## src/rtl/atr_pkg.sv

```systemverilog
package atr_pkg;

    typedef enum logic [2:0] {
        ST_IDLE,
        ST_DELAY,
        ST_START,
        ST_DATA,
        ST_PARITY,
        ST_GUARD,
        ST_DONE
    } atr_state_e;

endpackage

```

## src/rtl/atr_byte_store.sv

```systemverilog
module atr_byte_store #(
    parameter int NUM_BYTES = 8,
    parameter int AW        = 3
) (
    input  logic          clk,
    input  logic          rst_n,
    input  logic          wr_en,
    input  logic [AW-1:0] wr_addr,
    input  logic [7:0]    wr_data,
    input  logic [AW-1:0] rd_idx,
    output logic [7:0]    rd_data
);

    logic [7:0] bytes_q [NUM_BYTES];

    // Loading is only legal while the card is held in reset
    always_ff @(posedge clk) begin
        for (int i = 0; i < NUM_BYTES; i++) begin
            if (wr_en && !rst_n && wr_addr == AW'(i)) begin
                bytes_q[i] <= wr_data;
            end
        end
    end

    assign rd_data = bytes_q[rd_idx];

endmodule

```

## src/rtl/atr_etu_timer.sv

```systemverilog
module atr_etu_timer #(
    parameter int CW = 12
) (
    input  logic          clk,
    input  logic          rst_n,
    input  logic          clear,
    input  logic [CW-1:0] limit,
    output logic          tick
);

    logic [CW-1:0] cnt_q;

    assign tick = !clear && (cnt_q == limit - CW'(1));

    always_ff @(posedge clk or negedge rst_n) begin
        if (!rst_n) begin
            cnt_q <= '0;
        end else if (clear || tick) begin
            cnt_q <= '0;
        end else begin
            cnt_q <= cnt_q + CW'(1);
        end
    end

endmodule

```

## src/rtl/atr_tx.sv

```systemverilog
module atr_tx #(
    parameter int ETU_CYCLES  = 372,
    parameter int START_DELAY = 400,
    parameter int GUARD_ETUS  = 2,
    parameter int NUM_BYTES   = 8
) (
    input  logic       clk,
    input  logic       rst_n,
    input  logic       async_en,
    input  logic       wr_en,
    input  logic [2:0] wr_addr,
    input  logic [7:0] wr_data,
    output logic       io_pull_low,
    output logic       atr_done
);
    import atr_pkg::*;

    localparam int AW        = $clog2(NUM_BYTES);
    localparam int GUARD_CYC = GUARD_ETUS * ETU_CYCLES;
    localparam int LIM_A     = (GUARD_CYC > ETU_CYCLES) ? GUARD_CYC : ETU_CYCLES;
    localparam int LIM_MAX   = (LIM_A > START_DELAY) ? LIM_A : START_DELAY;
    localparam int CW        = $clog2(LIM_MAX + 1);

    atr_state_e     state, state_nxt;
    logic [2:0]     bit_idx;
    logic [AW-1:0]  byte_idx;
    logic [7:0]     cur_byte;
    logic [CW-1:0]  limit;
    logic           tick;
    logic           timer_clear;
    logic           last_byte;

    atr_byte_store #(
        .NUM_BYTES(NUM_BYTES),
        .AW       (AW)
    ) u_store (
        .clk     (clk),
        .rst_n   (rst_n),
        .wr_en   (wr_en),
        .wr_addr (wr_addr[AW-1:0]),
        .wr_data (wr_data),
        .rd_idx  (byte_idx),
        .rd_data (cur_byte)
    );

    atr_etu_timer #(
        .CW(CW)
    ) u_timer (
        .clk   (clk),
        .rst_n (rst_n),
        .clear (timer_clear),
        .limit (limit),
        .tick  (tick)
    );

    assign timer_clear = (state == ST_IDLE) || (state == ST_DONE);
    assign last_byte   = (byte_idx == AW'(NUM_BYTES - 1));

    // IDLE uses one edge, so DELAY is one cycle shorter than the full delay
    always_comb begin
        unique case (state)
            ST_DELAY: limit = CW'(START_DELAY - 1);
            ST_GUARD: limit = CW'(GUARD_CYC);
            default:  limit = CW'(ETU_CYCLES);
        endcase
    end

    always_comb begin
        state_nxt = state;
        unique case (state)
            ST_IDLE:   if (async_en) state_nxt = ST_DELAY;
            ST_DELAY:  if (tick) state_nxt = ST_START;
            ST_START:  if (tick) state_nxt = ST_DATA;
            ST_DATA:   if (tick && bit_idx == 3'd7) state_nxt = ST_PARITY;
            ST_PARITY: if (tick) state_nxt = ST_GUARD;
            ST_GUARD:  if (tick) state_nxt = last_byte ? ST_DONE : ST_START;
            ST_DONE:   state_nxt = ST_DONE;
            default:   state_nxt = ST_IDLE;
        endcase
    end

    // State register; reset is asynchronous so an abort frees the line at once
    always_ff @(posedge clk or negedge rst_n) begin
        if (!rst_n) begin
            state    <= ST_IDLE;
            bit_idx  <= '0;
            byte_idx <= '0;
        end else begin
            state <= state_nxt;
            if (state == ST_DATA && tick) begin
                bit_idx <= bit_idx + 3'd1;
            end
            if (state == ST_GUARD && tick && !last_byte) begin
                byte_idx <= byte_idx + AW'(1);
            end
        end
    end

    always_comb begin
        io_pull_low = 1'b0;
        atr_done    = 1'b0;
        unique case (state)
            ST_START:  io_pull_low = 1'b1;
            ST_DATA:   io_pull_low = ~cur_byte[bit_idx];
            ST_PARITY: io_pull_low = ~(^cur_byte);
            ST_DONE:   atr_done    = 1'b1;
            default:   io_pull_low = 1'b0;
        endcase
    end

endmodule

```

## config.mk

```make
export PLATFORM = sky130hd
export DESIGN_NAME = atr_tx
export DESIGN_NICKNAME = d
export VERILOG_FILES = /design/src/rtl/atr_pkg.sv /design/src/rtl/atr_byte_store.sv /design/src/rtl/atr_etu_timer.sv /design/src/rtl/atr_tx.sv
export SDC_FILE = /design/constraint.sdc
export NUM_CORES = 1
export LEC_CHECK = 0
export BUFFER_PORTS_ARGS = -buffer_cell sky130_fd_sc_hd__buf_2
export CAP_MARGIN = 20
export CELL_PAD_IN_SITES_DETAIL_PLACEMENT = 0
export CELL_PAD_IN_SITES_GLOBAL_PLACEMENT = 1
export CORE_MARGIN = 1
export CORE_UTILIZATION = 55
export DETAILED_ROUTE_END_ITERATION = 10
export GPL_TIMING_DRIVEN = 0
export MAX_ROUTING_LAYER = met4
export PLACE_DENSITY_LB_ADDON = 0.15
export SLEW_MARGIN = 20
export SYNTH_ARGS = -nofsm -noshare
export SYNTH_HDL_FRONTEND = slang
export SYNTH_SLANG_ARGS = --single-unit
```

## constraint.sdc

```tcl
create_clock -name clk -period 3.95 [get_ports clk]
set_clock_uncertainty 0.1 [all_clocks]
set_input_delay 0.79 -clock clk [delete_from_list [all_inputs] [get_ports clk]]
set_output_delay 0.79 -clock clk [all_outputs]
set_load 0.01 [all_outputs]
```

**Word level (Yosys, flattened, before mapping)**

Memories as Yosys holds them, arrays and structs flattened.
Cells that the tools add are included.

- Memory bits (writable): 64
- Memories kept: 1
- Bits in registers: 19
- Bits of input ports: 15
- Output and inout port bits: 2

Memories:

| name | depth | bits a word | rd ports | clocked after memory_dff | wr ports | RTL line | RTL |
|---|---|---|---|---|---|---|---|
| u_store.bytes_q | 8 | 8 | 1 | 0 | 1 | atr_byte_store.sv:14 | `logic [7:0] bytes_q [NUM_BYTES];` |

- Bitwise operators: 2
- Add/sub/neg operators: 4
- Magnitude comparators: 1
- Multiplexer cells: 51
- Reduce and logical (&&, ||, !) cells: 30
- Equal/unequal tests: 22

Operators by type and width:

| kind | number |
|---|---|
| 8-bit two-way mux | 7 |
| 8-bit OR reduction | 7 |
| 3-bit two-way mux | 14 |
| 3-bit equality test (second input constant) | 9 |
| 1-bit two-way mux | 25 |
| 3-bit one-hot mux with 7 select lines | 1 |
| 10-bit one-hot mux with 2 select lines | 1 |
| 1-bit logical AND | 14 |
| 3-bit by 2-bit equality test with 1-bit output (second input constant) | 4 |
| 2-bit inequality test (second input constant) | 6 |
| 10-bit by 1-bit adder with 10-bit output (second input constant) | 1 |
| 10-bit equality test | 1 |
| 10-bit two-way mux | 1 |
| 10-bit by 1-bit subtractor with 10-bit output (second input constant) | 1 |
| 8-bit XOR reduction | 1 |
| 3-bit by 1-bit adder with 3-bit output (second input constant) | 2 |
| 3-bit by 1-bit equality test with 1-bit output (second input constant) | 2 |
| 3-bit logical NOT | 2 |
| 6-bit AND reduction | 1 |
| 3-bit by 4-bit < comparator with 1-bit output (second input constant) | 1 |
| 1-bit binary-select mux with 3-bit select | 1 |
| 1-bit logical NOT | 3 |
| 1-bit one-hot mux with 3 select lines | 1 |
| 1-bit logical OR | 2 |
| 1-bit NOT | 2 |

**Logic depth before layout (Yosys ltp)**

Gate-level depths: netlist of the first run.

- Depth after elaboration: 13
- Gate-level depth with buffers: 9

**By module**

A second synthesis of the first run with hierarchy kept.

- Cells, all modules: 262
- Area total of the unflattened synthesis: 4135.2 um2

Modules (own cells, without submodules):

| module | area an instance (um2) | cells each | instances |
|---|---|---|---|
| atr_byte_store | 2537.4 | 106 | 1 |
| atr_etu_timer | 872.1 | 91 | 1 |
| atr_tx | 725.7 | 65 | 1 |

**Least setup slack after synthesis of the first run**

OpenSTA, ideal clock, no wires.

- Path type: reg2out
- Start: reg byte_idx[1]
- End: out io_pull_low
- Path slack: 0.891 ns
- Path buffers: 1
- Data required time: 3.060 ns
- Arrival time: 2.169 ns
- Cell stages (with the launch flop): 8
- Cell sequence: dfrtp_1 > buf_6 > mux4_2 > mux2i_1 > xor2_1 > xnor3_1 > xnor3_1 > o22ai_1

- Word-level cells in the longest chain between the ends: 5

Ends and longest elaborated chain:

| what | RTL line | RTL |
|---|---|---|
| start: declaration | atr_tx.sv:26 | `logic [AW-1:0] byte_idx;` |
| start signal: assignment | atr_tx.sv:94 | `byte_idx <= byte_idx + AW'(1);` |
| memory read 8 x 8 bit * | n/a |  |
| 1-bit binary-select mux with 3-bit select | atr_tx.sv:104 | `ST_DATA: io_pull_low = ~cur_byte[bit_idx];` |
| 1-bit two-way mux (implied by the code) | atr_tx.sv:104 |  |
| 1-bit NOT | atr_tx.sv:104 |  |
| 1-bit one-hot mux with 3 select lines * | atr_tx.sv:102 | `unique case (state)` |
| end: declaration | atr_tx.sv:13 | `output logic io_pull_low,` |

Mark *: on every way between the ends. The rest lies on a longest branch, timed or not. The select of a mux whose other input is x is not followed.

**Worst setup path after layout of the first run**

Same ends and word-level chain as after synthesis.

==> reports/summary.txt, run 1 <==
proportion of layout cells with a drive suffix above 1: 0.208
CTS buffer count: 9
# rows: 29
slew margin rel.: 0.398
Yosys cell types: 41
Clock Path Buffers: 2
vias in the first global route: 2090
Final Total Pwr: 0.00196 W
Placer Congestion: 0.837
drt first-iter violations: 166
worst stage delay on the critical path: 0.55 ns
Tightest Pin Transition: 0.900 ns
CTS tree: yes
gr usage total: 0.217
Worst EP required: 3.06 ns
clk slew on worst S/H paths: 0.08 ns
setup_tns: 0 ns
wire per inst: 18.4 um
initial antenna violation count: 0
Setup WS pre-CTS: 0.513 ns
die area: 7140 um^2
mux share of post-synthesis cell area: 0.127
synth cell count leaders: edfxtp_1, nor2_1, dfrtp_1, mux2_2, nand2_1
Sink Count: 83
Slew Limit Fails: 0
setup ws final: 0.219 ns
Ys Warns: 0
gr ovfl total: 0
Async SR Flop Fraction: 0.229
status: finished with violations
Mapped Area: 3740 um^2
largest net degree at the start of global routing: 22
XOR/XNOR Fraction of Synth Area: 0.0425
fmax: 268 MHz
postcts setup bufs: 0
first-pass GRT wire length: 10900 um
peak supply drop: 0.283 mV
Ports: 17
Layout Nets: 303
Synth-to-Final Area Change: 10.2%
Vias: 2098
Worst Setup Path Type: register to output pin
Die Span Y: 84.5 um
input/output buffers: 16
H-tree levels: 3
Synth top area share: 0.514
Die Width: 84.5 um
Routed Antenna Nets: 0
compound-gate portion of the synthesized area: 0.0428
Final period util: 0.945
Post-synth EDFFs: 64
most numerous cell in the Yosys netlist: edfxtp_1
ant diodes: 0
Mapped Nets: 276
Syn Inst Count: 252
Root Driver: clkbuf_8
Core ar.: 6460 um^2
final setup violation count: 0
worst-path fanout max: 10
CP max-delay cell: mux4_1
main combinational cell family by area after synthesis: multiplexers
register bit total from synthesis: 83
final WL: 6620 um
DRT Pass-1 Iters: 7
cell taking the most area after synthesis: edfxtp_1
Leakage: 1.47 nW
min Tclk post-route: 3.73 ns
max_cap viols: 0
sequential element share of the synthesized area: 0.641
post-synthesis adder-cell area fraction: 0.0301
hpwl dp: 4550 um
Starting Density: 0.579
Post-Synth Simple-Gate Area: 0.0990
final hold slack: 0.288 ns
top cells by area, synth: edfxtp_1, dfrtp_1, mux2_2, mux4_2, mux4_1
Synth Flop Type: edfxtp_1
worst hold path type: input pin to async pin
via/cell ratio: 5.83
crit path launch type: register
clk_lat worst skew: 0.34 ns
CP arrival: 2.84 ns
Syn Area/Cell: 14.9 um^2
# DRC: 2
unrepaired setup endpoints after global routing: no
failing checks: DRC
Power Density: 475 nW/um^2
final hold viol count: 0
Worst setup EP type: output pin
CP cell instances: buf_6 > mux4_1 > mux2i_1 > xor2_1 > xnor3_1 > o22ai_1 > buf_2
## cells by family (layout without fill, tap and decap cells)
group | count (synthesis) | in the layout
AOI/OAI and AO/OA | 24 | 24
xor gates and xnor gates | 15 | 15
adders and majority gates | 9 | 9
buffers and inverters | 15 | 46
DFF | 83 | 83
muxes | 29 | 29
and+or+nand+nor | 77 | 77
## timing repair
item	CTS	global route
endpoints found under the hold margin	0	0
gates resized for setup	0	3
hold buffers	0	0
setup endpoints to repair	0	1
## flip-flops by register name, summed over array words and instances, names as in the netlist
signal,count
byte_idx,3
u_timer.cnt_q,10
u_store.bytes_q,64
state,3
bit_idx,3
## stage by stage
| stage | utilization | instance area, um^2 | std cells |
|---|---|---|---|
| finish | 0.639 | 4120 | 360 |
| detailed placement | 0.608 | 3930 | 345 |
| CTS | 0.638 | 4120 | 360 |
| floorplan | - | 3740 | 252 |
| global placement | 0.607 | 3920 | 345 |
| global route | 0.639 | 4120 | 360 |
## final timing paths
| kind | depth (start not counted) | start | slack, ns | endpoint |
|---|---|---|---|---|
| worst max-delay path | 7 | byte_idx[1] | 0.22 | io_pull_low |
| worst min-delay path | 1 | rst_n | 0.29 | u_timer.cnt_q[0] |
| worst max register to register | 9 | state[1] | 1.34 | state[1] |
| worst min register to register | 1 | u_timer.cnt_q[0] | 0.46 | u_timer.cnt_q[0] |
| max in group asynchronous | 1 | rst_n | 3.14 | bit_idx[1] |
| min in group clk | 1 | u_timer.cnt_q[0] | 0.46 | u_timer.cnt_q[0] |
## power breakdown
part	internal (W)	total (W)	switching (W)	leakage (nW)
Sequential	0.000987	0.00103	0.0000380	0.833
Combinational	0.000138	0.000347	0.000208	0.559
Clock	0.000288	0.000586	0.000298	0.0796
Total	0.00141	0.00196	0.000544	1.47
## cell type report
type                    instances  area [um^2]
clock buffers                   9          124
inverters                       8         30.0
plain buffers                   7         40.0
flip-flops and latches         83         2400
repair buffers                 16         80.1
fillers                       480         2330
multi-input cells             154         1290
clock inverters                 6         67.6
well taps                      77         96.3
## routing by layer
| metal | vias up | share of wire | global-route usage |
|---|---|---|---|
| met5 | - | 0 | - |
| met4 | 0 | 0.018 | 0.0878 |
| met3 | 10 | 0.048 | 0.0452 |
| met2 | 57 | 0.45 | 0.311 |
| met1 | 1025 | 0.48 | 0.306 |
| li1 | 1006 | - | - |
## cells in the final DEF (no fill, tap or decap), drive strengths merged, types with 4 or more instances in the layout
| master | synthesis | layout |
|---|---|---|
| xor2 | 5 | 5 |
| inv | 8 | 8 |
| ha | 9 | 9 |
| edfxtp | 64 | 64 |
| nand2 | 11 | 11 |
| nand2b | 7 | 7 |
| buf | 3 | 18 |
| o22ai | 8 | 8 |
| mux2 | 14 | 14 |
| clkinvlp | 0 | 5 |
| clkbuf | 4 | 14 |
| nand3 | 4 | 4 |
| nor3 | 7 | 7 |
| mux4 | 12 | 12 |
| xnor2 | 8 | 8 |
| nor2 | 34 | 34 |
| dfrtp | 19 | 19 |
## critical path, delay by kind of cell, from the launching register on
family,cells,cell delay [ns]
xor+xnor,2,0.65
flops,1,0.47
mux,2,0.91
compound gates,1,0.11
buf+inv,2,0.35
Note: power is estimated with default switching activity, not from simulation.
==> inputs of run 2 (changes only) <==
clock period = 4.45 ns   (was 3.95 ns; I/O delays follow)
==> run 2 against run 1 <==
The run still ends with DRC left. Hold slack better by 0.10 ns. Clock-buffer cell count unchanged. First-iteration DRC count shrank 5.4%. Sequential share of layout area rose by 0.053 points. Flip-flop and latch count unchanged. Die area is the same. Wire length decreased by 0.12%. Critical path depth stayed put. Global-route usage stayed put. Sequential power decreased by 12%. Combinational power is 11% lower. Critical path type unchanged.
==> reports/summary.txt, run 2 (same netlist as run 1, synthesis figures left out) <==
Ports: 17 (unchanged)
worst hold path type: input pin to async pin (unchanged)
Routed Antenna Nets: 0 (unchanged)
vias in the first global route: 2090 (unchanged)
Clk network pwr share: 0.299 (about the same)
commonest non-fill, non-tap cell in the layout: edfxtp_1 (unchanged)
Sink Count: 83 (unchanged)
crit path launch type: register (unchanged)
most frequent cells in the layout: edfxtp_1, nor2_1, dfrtp_1, buf_2, mux2_2 (unchanged)
Die Span Y: 84.5 um (unchanged)
gr usage total: 0.217 (unchanged)
min Tclk post-route: 3.89 ns
Vias: 2092 (was 2098)
Synth-to-Final Area Change: 10.1% (was 10.2%)
unrepaired setup endpoints after global routing: no (unchanged)
slew margin rel.: 0.398 (about the same)
Slew Limit Fails: 0 (unchanged)
Root Driver: clkbuf_8 (unchanged)
CTS buffer count: 9 (unchanged)
peak supply drop: 0.251 mV (was 0.283 mV)
gr ovfl total: 0 (unchanged)
hpwl dp: 4550 um (unchanged)
DRT Pass-1 Iters: 7 (unchanged)
Leakage: 1.47 nW (about the same)
Worst setup EP type: output pin (unchanged)
# DRC: 2 (unchanged)
Clock Path Buffers: 2 (unchanged)
Int Power: 0.00125 W (was 0.00141 W)
proportion of layout cells with a drive suffix above 1: 0.205 (was 0.208)
final hold viol count: 0 (unchanged)
Tightest Pin Transition: 0.900 ns (about the same)
postcts setup bufs: 0 (unchanged)
ant diodes: 0 (unchanged)
Post-Layout Cell Count: 360 (unchanged)
Placer Congestion: 0.837 (unchanged)
Die Width: 84.5 um (unchanged)
Final period util: 0.873
Post-CTS Hold Fix Bufs: 0 (unchanged)
CP max-delay cell: dfrtp_1 (was mux4_1)
fill count: 480 (unchanged)
wire per inst: 18.4 um (about the same)
die area: 7140 um^2 (unchanged)
Reg power frac: 0.524 (about the same)
Top delay family on crit path: multiplexers (unchanged)
first-pass GRT wire length: 10900 um (unchanged)
H-tree levels: 3 (unchanged)
worst stage delay on the critical path: 0.47 ns (was 0.55 ns)
input/output buffers: 16 (unchanged)
worst-path fanout max: 10 (unchanged)
failing checks: DRC (unchanged)
max_cap viols: 0 (unchanged)
switching power: 0.000483 W (was 0.000544 W)
placed cell count: 345 (unchanged)
biggest regs: u_store.bytes_q x64, u_timer.cnt_q x10 (unchanged)
Largest Register: u_store.bytes_q (unchanged)
switching share of power: 0.278 (about the same)
Worst EP required: 3.46 ns (was 3.06 ns)
CP cell instances: clkbuf_1 > mux4_1 > mux2i_1 > xor2_1 > xnor3_1 > o22ai_1 > buf_2 (was buf_6 > mux4_1 > mux2i_1 > xor2_1 > xnor3_1 > o22ai_1 > buf_2)
Layout Nets: 303 (unchanged)
# resized after CTS: 0 (unchanged)
via/cell ratio: 5.81 (was 5.83)
CP arrival: 2.90 ns (was 2.84 ns)
final WL: 6610 um (was 6620 um)
Comb pwr share: 0.177 (about the same)
# rows: 29 (unchanged)
largest net degree at the start of global routing: 22 (unchanged)
Starting Density: 0.579 (unchanged)
Worst Setup Path Type: register to output pin (unchanged)
initial antenna violation count: 0 (unchanged)
status: finished with violations (unchanged)
setup_tns: 0 ns (unchanged)
CTS tree: yes (unchanged)
clk_lat worst skew: 0.34 ns (about the same)
max FFs per register: 64 (unchanged)
Power Density: 422 nW/um^2 (was 475 nW/um^2)
Buf/Inv on CP: 2 (unchanged)
drt first-iter violations: 157 (was 166)
final setup violation count: 0 (unchanged)
clk slew on worst S/H paths: 0.08 ns (about the same)
fmax: 257 MHz
Core ar.: 6460 um^2 (unchanged)
==> run 2: cell types whose count changed in the layout (fill, tap and decap cells not counted) <==
cell,delta
buf_2,+1
clkbuf_1,+1
clkbuf_4,-1
clkbuf_2,-1
==> run 2: final cells by class <==
cell class	instances	area (um^2)	share of cell area
Buffer	7	36.3	0.00881
Clock buffer	9	124	0.0301
Clock inverter	6	67.6	0.0164
Inverter	8	30.0	0.00729
Multi-Input combinational cell	154	1290	0.313
Sequential cell	83	2400	0.582
Tap cell	77	96.3	0.0234
Timing Repair Buffer	16	80.1	0.0194
==> run 2: path summary, 6_finish.rpt <==
| kind | from | endpoint | slack, ns | cells past startpoint |
|---|---|---|---|---|
| worst max-delay path | byte_idx[2] | io_pull_low | 0.56 | 7 |
| worst min-delay path | rst_n | u_timer.cnt_q[0] | 0.39 | 1 |
| worst max register to register | state[1] | state[1] | 1.84 | 9 |
| worst min register to register | u_timer.cnt_q[0] | u_timer.cnt_q[0] | 0.46 | 1 |
| max in group asynchronous | rst_n | bit_idx[1] | 3.54 | 1 |
| min in group clk | u_timer.cnt_q[0] | u_timer.cnt_q[0] | 0.46 | 1 |
==> run 2: power by group through the flow <==
stage,Clock (W),Combinational [W],Sequential [W]
after floorplan,0,0.000226,0.000917
after global placement,0,0.000306,0.000925
after detailed placement,0,0.000309,0.000928
after CTS,0.000529,0.000310,0.000910
after global routing,0.000556,0.000349,0.000917
final,0.000520,0.000308,0.000910
==> run 2: stage by stage <==
stage | setup slack [ns] | power (W) | util | area, um^2 | hold slack (ns)
after floorplan | 1.29 | 0.00114 | - | 3740 | 0.386
after global placement | 0.920 | 0.00123 | 0.607 | 3920 | 0.442
after detailed placement | 0.913 | 0.00124 | 0.608 | 3930 | 0.449
after CTS | 0.525 | 0.00175 | 0.638 | 4120 | 0.393
after global routing | 0.324 | 0.00182 | 0.638 | 4120 | 0.402
final | 0.565 | 0.00174 | 0.638 | 4120 | 0.388
==> run 2: routing by layer <==
layer  wire length [um]  vias up  GRT usage
met5                  0        -          -
met4                116        0     0.0878
met3                344       10     0.0452
met2               3020       59      0.311
met1               3130     1017      0.306
li1                   -     1006          -
==> inputs of run 3 (changes only) <==
--- a/config.mk
+++ b/config.mk
@@ -12,3 +12,3 @@
 export CORE_MARGIN = 1
-export CORE_UTILIZATION = 55
+export CORE_UTILIZATION = 56
 export DETAILED_ROUTE_END_ITERATION = 10
@@ -16,3 +16,3 @@
 export MAX_ROUTING_LAYER = met4
-export PLACE_DENSITY_LB_ADDON = 0.15
+export PLACE_DENSITY = 0.92
 export SLEW_MARGIN = 20
@@ -20,2 +20,3 @@
 export SYNTH_HDL_FRONTEND = slang
+export SYNTH_HIERARCHICAL = 1
 export SYNTH_SLANG_ARGS = --single-unit
--- a/constraint.sdc
+++ b/constraint.sdc
@@ -4,2 +4,2 @@
 set_output_delay 0.89 -clock clk [all_outputs]
-set_load 0.01 [all_outputs]
+set_load 0.05 [all_outputs]
==> run 3 against run 2 <==
The flow now finishes without violations. Power decreased by 17%. Global-route usage about the same. Die area increased by 8.3%. Clock power increased by 5.6%. Setup slack got worse by 0.27 ns. Synthesized cell count increased by 4.0%. Via count increased by 8.8%. Highest routed layer unchanged.
==> reports/summary.txt, run 3 <==
Synth-to-Final Area Change: 10.3% (was 10.1%)
Root Driver: clkbuf_8 (unchanged)
fill count: 507 (was 480)
Worst EP required: 3.46 ns (about the same)
Die Span Y: 87.9 um (was 84.5 um)
cell taking the most area after synthesis: edfxtp_1 (unchanged)
DRT Pass-1 Iters: 4 (was 7)
Routed Antenna Nets: 0 (unchanged)
most numerous cell in the Yosys netlist: edfxtp_1 (unchanged)
max_cap viols: 0 (unchanged)
placed cell area: 4350 um^2 (was 3930 um^2)
Tightest Pin Transition: 0.919 ns (was 0.900 ns)
Ys Warns: 6 (was 0)
Clock Path Buffers: 2 (unchanged)
Layout Nets: 314 (was 303)
biggest regs: u_store/bytes_q x64, u_timer/cnt_q x10 (was u_store.bytes_q x64, u_timer.cnt_q x10)
postcts setup bufs: 0 (unchanged)
# rows: 30 (was 29)
Vias: 2277 (was 2092)
Leakage: 1.66 nW (was 1.47 nW)
CTS buffer count: 9 (unchanged)
proportion of layout cells with a drive suffix above 1: 0.241 (was 0.205)
commonest non-fill, non-tap cell in the layout: edfxtp_1 (unchanged)
worst hold path type: input pin to async pin (unchanged)
largest net degree at the start of global routing: 22 (unchanged)
top cells by area, synth: edfxtp_1, dfrtp_1, mux4_1, mux2_2, xnor2_1 (was edfxtp_1, dfrtp_1, mux2_2, mux4_2, mux4_1)
via/cell ratio: 5.84 (was 5.81)
clk slew on worst S/H paths: 0.09 ns (was 0.08 ns)
Mapped Area: 4140 um^2 (was 3740 um^2)
Final Total Pwr: 0.00143 W (was 0.00174 W)
final WL: 7030 um (was 6610 um)
Die Width: 87.9 um (was 84.5 um)
crit path launch type: register (unchanged)
Sink Count: 83 (unchanged)
synth cell count leaders: edfxtp_1, dfrtp_1, mux4_1, xnor2_1 (was edfxtp_1, nor2_1, dfrtp_1, mux2_2, nand2_1)
input/output buffers: 16 (unchanged)
wire per inst: 18.0 um (was 18.4 um)
peak supply drop: 0.293 mV (was 0.251 mV)
Async SR Flop Fraction: 0.229 (unchanged)
vias in the first global route: 2307 (was 2090)
fin area: 4560 um^2 (was 4120 um^2)
final setup violation count: 0 (unchanged)
slew margin rel.: 0.384 (was 0.398)
status: finished clean (was finished with violations)
gr ovfl total: 0 (unchanged)
CTS tree: yes (unchanged)
Worst setup EP type: output pin (unchanged)
die area: 7730 um^2 (was 7140 um^2)
Worst Setup Path Type: register to output pin (unchanged)
Synth Flop Type: edfxtp_1 (unchanged)
first-pass GRT wire length: 11500 um (was 10900 um)
sequential element share of the synthesized area: 0.580 (was 0.641)
Synth top area share: 0.465 (was 0.514)
unrepaired setup endpoints after global routing: no (unchanged)
drt first-iter violations: 110 (was 157)
clk_lat worst skew: 0.35 ns (was 0.34 ns)
hpwl dp: 4740 um (was 4550 um)
Mapped Nets: 287 (was 276)
# DRC: 0 (was 2)
CP arrival: 3.17 ns (was 2.90 ns)
final hold slack: 0.410 ns (was 0.388 ns)
min Tclk post-route: 4.16 ns (was 3.89 ns)
Yosys cell types: 50 (was 41)
Largest Register: u_store/bytes_q (was u_store.bytes_q)
setup_tns: 0 ns (unchanged)
initial antenna violation count: 0 (unchanged)
gr usage total: 0.217 (about the same)
most frequent cells in the layout: edfxtp_1, dfrtp_1, buf_2, mux4_1, xnor2_1 (was edfxtp_1, nor2_1, dfrtp_1, buf_2, mux2_2)
Ports: 17 (unchanged)
Syn Inst Count: 262 (was 252)
Power Density: 314 nW/um^2 (was 422 nW/um^2)
Post-synth EDFFs: 64 (unchanged)
final hold viol count: 0 (unchanged)
register bit total from synthesis: 83 (unchanged)
utilization after layout: 0.657 (was 0.638)
Syn Area/Cell: 15.8 um^2 (was 14.9 um^2)
Placer Congestion: 0.818 (was 0.837)
Core ar.: 6940 um^2 (was 6460 um^2)
Final period util: 0.934 (was 0.873)
ant diodes: 0 (unchanged)
Slew Limit Fails: 0 (unchanged)
worst-path fanout max: 10 (unchanged)
H-tree levels: 3 (unchanged)
Starting Density: 0.595 (was 0.579)
max FFs per register: 64 (unchanged)
fmax: 241 MHz (was 257 MHz)
==> run 3: area by class of cell <==
class / instances / area, um^2 / area share
sequential: 83 / 2400 / 0.526
buffer: 11 / 82.6 / 0.0181
clock buffer: 9 / 124 / 0.0272
clock inverter: 7 / 87.6 / 0.0192
timing repair buffer: 16 / 80.1 / 0.0176
tap: 96 / 120 / 0.0263
multi-input combinational: 159 / 1640 / 0.359
inverter: 9 / 33.8 / 0.00741
==> run 3: worst paths after layout <==
path,from,cells after the start,to,slack [ns]
max reg2reg,state[1],13,state[1],0.54
max,byte_idx[2],9,io_pull_low,0.29
max in group asynchronous,rst_n,1,u_timer/cnt_q[8],3.47
min reg2reg,byte_idx[0],1,byte_idx[0],0.42
min,rst_n,1,state[0],0.41
min in group clk,byte_idx[0],1,byte_idx[0],0.42
==> run 3: stage by stage <==
| stage | worst slack, ns | cells |
|---|---|---|
| floorplan | 0.470 | 262 |
| global placement | 0.168 | 374 |
| detailed placement | 0.0516 | 374 |
| global route | 0.0948 | 390 |
| CTS | 0.0154 | 390 |
| finish | 0.295 | 390 |
==> run 3: critical path, cell delays in order, from the launching register on <==
cell	delay, ns
dfrtp_1	0.37
clkbuf_1	0.36
buf_2	0.34
mux4_1	0.34
mux2_2	0.31
mux4_1	0.49
mux2i_1	0.16
a21oi_1	0.08
o21ai_0	0.08
buf_2	0.29
==> run 3: cell families after synthesis <==
family,after synthesis,share of synthesized area
compound gates,31,0.0678
xor+xnor,27,0.0572
fa+ha+maj,10,0.0303
buf+inv,20,0.0281
flops,83,0.580
mux,33,0.155
simple gates,58,0.0823
==> run 3: what timing repair did <==
| item | CTS | global route |
|---|---|---|
| endpoints found under the hold margin | 0 | 0 |
| hold buffers | 0 | 0 |
| gates resized for setup | 0 | 2 |
| setup endpoints to repair | 0 | 8 |
==> run 3: metal layers <==
layer | part of all wire | GRT usage | vias up
li1 | - | - | 1075
met1 | 0.43 | 0.258 | 1145
met2 | 0.53 | 0.365 | 47
met3 | 0.036 | 0.0320 | 10
met4 | 0.011 | 0.0984 | 0
met5 | 0 | - | -
==> run 3: power breakdown <==
group / switching [W] / internal (W)
clock network: 0.000282 / 0.000267
registers: 0.00000223 / 0.000847
logic: 0.0000225 / 0.0000127
total: 0.000307 / 0.00113
